===== src/rtl/clk_tune_pkg.sv =====
package clk_tune_pkg;

  // Strobes from control to datapath
  typedef struct packed {
    logic incr;
    logic decr;
  } stepCmd_t;

  typedef enum logic {
    PH_START  = 1'b0,
    PH_INSITU = 1'b1
  } phase_t;

  localparam logic [1:0] RES_EARLY = 2'b01;
  localparam logic [1:0] RES_LATE  = 2'b10;

endpackage


===== src/rtl/tune_datapath.sv =====
module tune_datapath
  import clk_tune_pkg::*;
#(
  parameter int unsigned CODE_W     = 8,
  parameter int unsigned SETTLE_W   = 4,
  parameter int unsigned RESET_CODE = 128
) (
  input  logic                clk,
  input  logic                rstN,
  input  stepCmd_t            cmd,
  input  logic [SETTLE_W-1:0] settleCycles,
  output logic [CODE_W-1:0]   freqCode,
  output logic                evalInhibit
);

  localparam logic [CODE_W-1:0] CODE_MAX  = {CODE_W{1'b1}};
  localparam logic [CODE_W-1:0] CODE_INIT = CODE_W'(RESET_CODE);

  logic [SETTLE_W-1:0] settleCnt;
  logic                moveUp;
  logic                moveDn;
  logic [CODE_W-1:0]   codeNext;

  always_comb begin
    moveUp   = cmd.incr && (freqCode != CODE_MAX);
    moveDn   = cmd.decr && (freqCode != '0);
    codeNext = freqCode;
    if (moveUp)      codeNext = freqCode + 1'b1;
    else if (moveDn) codeNext = freqCode - 1'b1;
  end

  always_ff @(posedge clk) begin
    if (!rstN) begin
      freqCode  <= CODE_INIT;
      settleCnt <= '0;
    end else begin
      freqCode <= codeNext;
      if (moveUp || moveDn)     settleCnt <= settleCycles;
      else if (settleCnt != '0) settleCnt <= settleCnt - 1'b1;
    end
  end

  assign evalInhibit = (settleCnt != '0);

endmodule


===== src/rtl/tune_control.sv =====
module tune_control
  import clk_tune_pkg::*;
(
  input  logic       clk,
  input  logic       rstN,
  input  logic       calStart,
  input  logic       wcDetect,
  input  logic       chkValid,
  input  logic [1:0] chkResult,
  input  logic       evalInhibit,
  output stepCmd_t   cmd,
  output logic       forceWc,
  output logic       calDone
);

  phase_t phase;
  logic   dirPrevUp;
  logic   havePrev;
  logic   revSeen;
  logic   accept;
  logic   isUp;
  logic   isDn;
  logic   reversal;

  always_comb begin
    isUp     = (chkResult == RES_EARLY);
    isDn     = (chkResult == RES_LATE);
    accept   = chkValid && !evalInhibit && !calStart &&
               ((phase == PH_START) || wcDetect);
    cmd.incr = accept && isUp;
    cmd.decr = accept && isDn;
    reversal = havePrev && (isUp != dirPrevUp);
  end

  always_ff @(posedge clk) begin
    if (!rstN) begin
      phase     <= PH_START;
      dirPrevUp <= 1'b0;
      havePrev  <= 1'b0;
      revSeen   <= 1'b0;
    end else if (calStart) begin
      phase    <= PH_START;
      havePrev <= 1'b0;
      revSeen  <= 1'b0;
    end else if (accept && (phase == PH_START)) begin
      if (!isUp && !isDn) begin
        phase <= PH_INSITU;
      end else begin
        if (reversal && revSeen) phase <= PH_INSITU;
        revSeen   <= reversal;
        dirPrevUp <= isUp;
        havePrev  <= 1'b1;
      end
    end
  end

  assign forceWc = (phase == PH_START);
  assign calDone = (phase == PH_INSITU);

endmodule


===== src/rtl/clk_tune_ctrl.sv =====
module clk_tune_ctrl
  import clk_tune_pkg::*;
#(
  parameter int unsigned CODE_W     = 8,
  parameter int unsigned SETTLE_W   = 4,
  parameter int unsigned RESET_CODE = 128
) (
  input  logic                clk,
  input  logic                rstN,
  input  logic                calStart,
  input  logic [SETTLE_W-1:0] settleCycles,
  input  logic                wcDetect,
  input  logic                chkValid,
  input  logic [1:0]          chkResult,
  output logic                forceWc,
  output logic [CODE_W-1:0]   freqCode,
  output logic                evalInhibit,
  output logic                calDone
);

  stepCmd_t stepCmd;

  tune_control u_ctrl (
    .clk         (clk),
    .rstN        (rstN),
    .calStart    (calStart),
    .wcDetect    (wcDetect),
    .chkValid    (chkValid),
    .chkResult   (chkResult),
    .evalInhibit (evalInhibit),
    .cmd         (stepCmd),
    .forceWc     (forceWc),
    .calDone     (calDone)
  );

  tune_datapath #(
    .CODE_W     (CODE_W),
    .SETTLE_W   (SETTLE_W),
    .RESET_CODE (RESET_CODE)
  ) u_dp (
    .clk          (clk),
    .rstN         (rstN),
    .cmd          (stepCmd),
    .settleCycles (settleCycles),
    .freqCode     (freqCode),
    .evalInhibit  (evalInhibit)
  );

endmodule


===== config.mk =====
export PLATFORM = sky130hd
export DESIGN_NAME = clk_tune_ctrl
export DESIGN_NICKNAME = d
export VERILOG_FILES = /design/src/rtl/clk_tune_pkg.sv /design/src/rtl/tune_datapath.sv /design/src/rtl/tune_control.sv /design/src/rtl/clk_tune_ctrl.sv
export SDC_FILE = /design/constraint.sdc
export NUM_CORES = 1
export LEC_CHECK = 0
export BUFFER_PORTS_ARGS = -buffer_cell sky130_fd_sc_hd__buf_4
export CAP_MARGIN = 20
export CELL_PAD_IN_SITES_DETAIL_PLACEMENT = 0
export CELL_PAD_IN_SITES_GLOBAL_PLACEMENT = 1
export CORE_AREA = 2 2 50 64
export DETAILED_ROUTE_END_ITERATION = 7
export DIE_AREA = 0 0 52 66
export PLACE_DENSITY = 0.82
export SLEW_MARGIN = 30
export SYNTH_ARGS = -nofsm -noshare
export SYNTH_HDL_FRONTEND = slang
export SYNTH_HIERARCHICAL = 1
export SYNTH_SLANG_ARGS = --single-unit

===== constraint.sdc =====
create_clock -name clk -period 3.7 [get_ports clk]
set_input_delay 0.185 -clock clk [delete_from_list [all_inputs] [get_ports clk]]
set_output_delay 0.185 -clock clk [all_outputs]
set_load 0.03 [all_outputs]

After elaboration in Yosys (flattened, before gate mapping)
Index checks and enable logic that the tools add are counted.

storage, ports and cells
  register bits after elaboration = 16
  latch bits = 0
  memory bits (writable) = 0
  bits in read-only memories = 0
  input port bits = 11
  output and inout port bits = 11
  logic and storage cells = 49
  memories kept = 0

cells by class
  add/subtract/negate cells = 3
  $mul = 0
  divide/modulo/power cells = 0
  magnitude comparators = 0
  equal/unequal tests = 4
  shift operators = 0
  multiplexer cells = 6
  bitwise gates (word level) = 4
  reductions and logical operators = 26

operators by type and width
  cell                   number
  $mux W8                2
  $logic_and A1 B1 Y1    11
  $add A8 B1 Y8 const B  1
  $mux W4                2
  $ne A8 B8 Y1 const B   1
  $reduce_bool A8 Y1     1
  $sub A8 B1 Y8 const B  1
  $reduce_bool A2 Y1     3
  $logic_not A1 Y1       4
  $not A1 Y1             4
  $reduce_and A2 Y1      2
  $reduce_bool A4 Y1     1
  $sub A4 B1 Y4 const B  1
  $reduce_and A3 Y1      1
  $eq A2 B1 Y1 const B   1
  $eq A2 B2 Y1 const B   1
  $logic_or A1 B1 Y1     2
  $mux W1                2
  $reduce_or A2 Y1       1
  $ne A1 B1 Y1           1

Logic depth before layout (Yosys ltp)
  depth after elaboration = 9
  gate-level depth with buffers = 14
  gate-level depth less buffers = 14

Cells and area by module
The synthesis kept the hierarchy.

modules (own cells, without submodules)
  module         instances  cells each  area an instance (um^2)  seq. area each (um^2)
  tune_datapath  1          91          833.3                    240.2
  tune_control   1          28          255.2                    80.1

Least setup slack after synthesis
No wires, ideal clock.

  path type = flip-flop to flip-flop
  from = register u_dp.settleCnt[0]
  to = register u_dp.freqCode[7]
  library setup time = 0.123 ns
  arrival time = 3.321 ns
  required time = 3.577 ns
  setup slack = 0.256 ns
  stages on the path, launching flop included = 15
  buffers on the path = 0
  period minus slack after synthesis = 3.444 ns
  cells stage by stage = dfxtp_1 -> inv_1 -> ha_1 -> nor3b_1 -> inv_1 -> or3b_4 -> a21oi_1 -> and2_1 -> o21ai_4 -> ha_1 -> a21o_1 -> a21oi_1 -> o31ai_1 -> mux2i_1 -> mux2_1

RTL lines
  element                 RTL line             source
  from (decl)             tune_datapath.sv:19  logic [SETTLE_W-1:0] settleCnt;
  from (signal assigned)  tune_datapath.sv:38  if (moveUp || moveDn) settleCnt <= settleCycles;
  from (signal assigned)  tune_datapath.sv:39  else if (settleCnt != '0) settleCnt <= settleCnt - 1'b1;
  to (signal assigned)    tune_datapath.sv:37  freqCode <= codeNext;
  to (decl)               tune_datapath.sv:12  output logic [CODE_W-1:0] freqCode,

==> flow_metrics.env <==
export IMPL_grt_max_degree=19
export IMPL_syn_to_final_growth_pct=21.3
export IMPL_drtIter0Drc=10
export IMPL_irDropWorstVdd_mv=0.342
export IMPL_sw_frac_of_total_pct=39.8
export IMPL_setup_viol=0
export IMPL_path_max_fanout=11
export IMPL_multi_input_area_um2=719
export IMPL_syn_avg_cell_area_um2=9.15
export IMPL_layout_nets=166
export IMPL_rsz0062_at_grt="no"
export IMPL_postSynthCellCount=119
export IMPL_io_buffers=21
export IMPL_relSlewSlack_pct=76.6
export IMPL_synth_cell_types=38
export IMPL_drt_wl_total_mm=2.25
export IMPL_synth_top_flop_cell="dfxtp_1"
export IMPL_dr_total_vias=906
export IMPL_cp_start_kind="register"
export IMPL_cts_made_buffers=3
export IMPL_power_switching_mw=0.295
export IMPL_grtUsageTotal_pct=14.8
export IMPL_clockBufferDepth=2
export IMPL_grt_pass1_vias=920
export IMPL_final_hold_violation_count=0
export IMPL_drive_gt1_share_pct=22.4
export IMPL_fin_crit_sh_pct=89.7
export IMPL_die_y_um=66
export IMPL_cp_arrival_ns=3.50
export IMPL_cts_sinks=16
export IMPL_gp_congestion=0.863
export IMPL_start_util_pct=38.4
export IMPL_ys_ff_latch=16
export IMPL_synth_cell_area_um2=1090
export IMPL_synth_warnings=6
export IMPL_synth_nets=141
export IMPL_antenna_found_initial=0
export IMPL_die_x_um=52
export IMPL_seq_area_um2=320
export IMPL_hold_ws_ns=0.152
export IMPL_power_density_nw_per_um2=561
export IMPL_avgViaCountPerCell=5.06
export IMPL_num_io_pins=22
export IMPL_cts_resized=0
export IMPL_cts_setup_buffers=0
export IMPL_post_route_util_pct=46.6
export IMPL_seq_power_share_pct=31.5
export IMPL_synth_edf_count=0
export IMPL_slew_violations=0
export IMPL_overflow=0
export IMPL_ctsHtreeMaxLevel=1
export IMPL_rr_worst_depth=14
export IMPL_cp_required_ns=3.88
export IMPL_cts_tree="built"
export IMPL_period_needed_ns=3.32
export IMPL_whs_path_depth=3
export IMPL_combPwrFrac_pct=52.8
export IMPL_cp_end_kind="register"
export IMPL_worst_slew_pin_slew_ns=0.350
export IMPL_setup_tns_final_ns=0
export IMPL_grt_pass1_wl_mm=3.93
export IMPL_p_int_mw=0.446
export IMPL_synth_seq_area_share_pct=29.4
export IMPL_drcViolationCount=0
export IMPL_clockRootBuffer="clkbuf_4"
export IMPL_fp_coreArea_um2=2840
export IMPL_synthArstFlopShare_pct=0
export IMPL_clockPowerShare_pct=15.7
export IMPL_hpwlAfterDp_mm=1.72
export IMPL_insertion_delay_ns=0.29
export IMPL_cts_hold_buffers=0
export IMPL_crit_type="reg -> reg"
export IMPL_drt_wirelength_per_cell_um=12.6
export IMPL_maxCapViolCount=0
export IMPL_dieArea_um2=3430
export IMPL_clk_pin_slew_worst_paths_ns=0.10
export IMPL_antenna_cells=0
export IMPL_run_status="finished, final reports clean"
export IMPL_dr_pass1_iters=4
export IMPL_p_leak_nw=0.581
export IMPL_filler_cell_count=289
export IMPL_rows=22
export IMPL_hp_class="in -> reg"
export IMPL_max_freq_mhz=301
export IMPL_final_antenna_net_count=0
export IMPL_clock_skew_ns=0.00816
## flip-flops by register name, summed over array words and instances (netlist names)
| signal | flops |
|---|---|
| u_dp/freqCode | 8 |
| u_dp/settleCnt | 4 |
| u_ctrl/calDone | 1 |
| u_ctrl/dirPrevUp | 1 |
| u_ctrl/havePrev | 1 |
| u_ctrl/revSeen | 1 |
## layer usage
layer  global-route usage [%]  wire (um)  up-vias  share of wire [%]
li1                         -          -      464                  -
met1                     18.4       1030      421                 46
met2                     25.2       1110       17                 49
met3                    0.905         67        4                3.0
met4                     7.89         42        0                1.9
met5                        0          0        -                  0
## cell usage in the layout (no fill, tap or decap), types with 2 or more instances in the layout
master and count:
mux2i_1 9, nand4_1 3, buf_4 22, o21a_1 2, nor2b_1 6, nand2_1 14
a21o_1 2, dfxtp_1 16, o22ai_1 2, ha_1 10, a21oi_1 6, xnor2_1 4
or4_1 2, o21ai_0 2, o31ai_1 2, clkbuf_4 3, inv_1 9, and2_1 3
nand2b_1 2, xor2_1 5
## critical path: stages (launching register included)
cell and delay (ns):
dfxtp_1 0.34, inv_1 0.08, ha_1 0.16, nor3b_1 0.24
inv_1 0.12, or3b_4 0.44, a21oi_1 0.15, and2_1 0.19
o21ai_4 0.13, ha_1 0.30, a21o_1 0.10, a21oi_1 0.10
o31ai_1 0.30, mux2i_1 0.24, mux2_1 0.33
## power groups by stage
stage / sequential [mW] / combinational [mW] / clock [mW]
after floorplan: 0.255 / 0.269 / 0
after global placement: 0.236 / 0.381 / 0
after detailed placement: 0.238 / 0.389 / 0
after CTS: 0.234 / 0.394 / 0.122
after global routing: 0.239 / 0.434 / 0.130
final: 0.233 / 0.392 / 0.116
## kinds of logic after synthesis
group                    count (synthesis)  share of synthesized area (%)
adder cells (fa/ha/maj)                 11                           13.3
XOR/XNOR                                 9                           7.24
AND/OR/NAND/NOR                         39                           20.9
buffers and inverters                   11                           4.48
multiplexers                            10                           9.31
flip-flops                              16                           29.4
AO/OA/AOI/OAI                           23                           15.3
## cell type report
class	count	share of cell area (%)
repair buffers	22	12.5
well taps	36	3.41
multi-input cells	92	54.5
clock buffers	4	2.75
inverters	9	2.56
flip-flops and latches	16	24.3
## synthesized netlist by cell type (2+ instances only)
| master | instances | area share, % |
|---|---|---|
| o22ai_1 | 2 | 1.1 |
| mux2i_1 | 9 | 8.3 |
| nand2b_1 | 2 | 1.1 |
| xnor2_1 | 4 | 3.2 |
| ha_1 | 10 | 11 |
| o31ai_1 | 2 | 1.4 |
| a21o_1 | 2 | 1.4 |
| nand4_1 | 3 | 1.7 |
| nor2b_1 | 6 | 3.4 |
| xor2_1 | 5 | 4.0 |
| a21oi_1 | 6 | 2.8 |
| nand2_1 | 14 | 4.8 |
| dfxtp_1 | 16 | 29 |
| o21a_1 | 2 | 1.4 |
| and2_1 | 3 | 1.7 |
| o21ai_0 | 2 | 0.92 |
| or4_1 | 2 | 1.4 |
| inv_1 | 9 | 3.1 |
## final timing paths
| kind | startpoint | end | slack [ns] |
|---|---|---|---|
| worst max-delay path | u_dp/settleCnt[0]$_SDFFE_PN0P_ | u_dp/freqCode[7]$_SDFFE_PN1P_ | 0.38 |
| worst min-delay path | settleCycles[2] | u_dp/settleCnt[2]$_SDFFE_PN0P_ | 0.15 |
| worst max register to register | u_dp/settleCnt[0]$_SDFFE_PN0P_ | u_dp/freqCode[7]$_SDFFE_PN1P_ | 0.38 |
| worst min register to register | u_ctrl/dirPrevUp$_SDFFE_PN0P_ | u_ctrl/dirPrevUp$_SDFFE_PN0P_ | 0.48 |
## stage by stage
| stage | power [mW] | std cells | setup slack (ns) | instance area, um2 |
|---|---|---|---|---|
| detailed placement | 0.627 | 175 | 0.387 | 1280 |
| CTS | 0.750 | 179 | 0.367 | 1320 |
| floorplan | 0.524 | 119 | 0.256 | 1090 |
| finish | 0.741 | 179 | 0.380 | 1320 |
| global route | 0.803 | 179 | 0.0875 | 1320 |
| global placement | 0.617 | 175 | 0.482 | 1280 |
(Power assumes the default switching activity.)
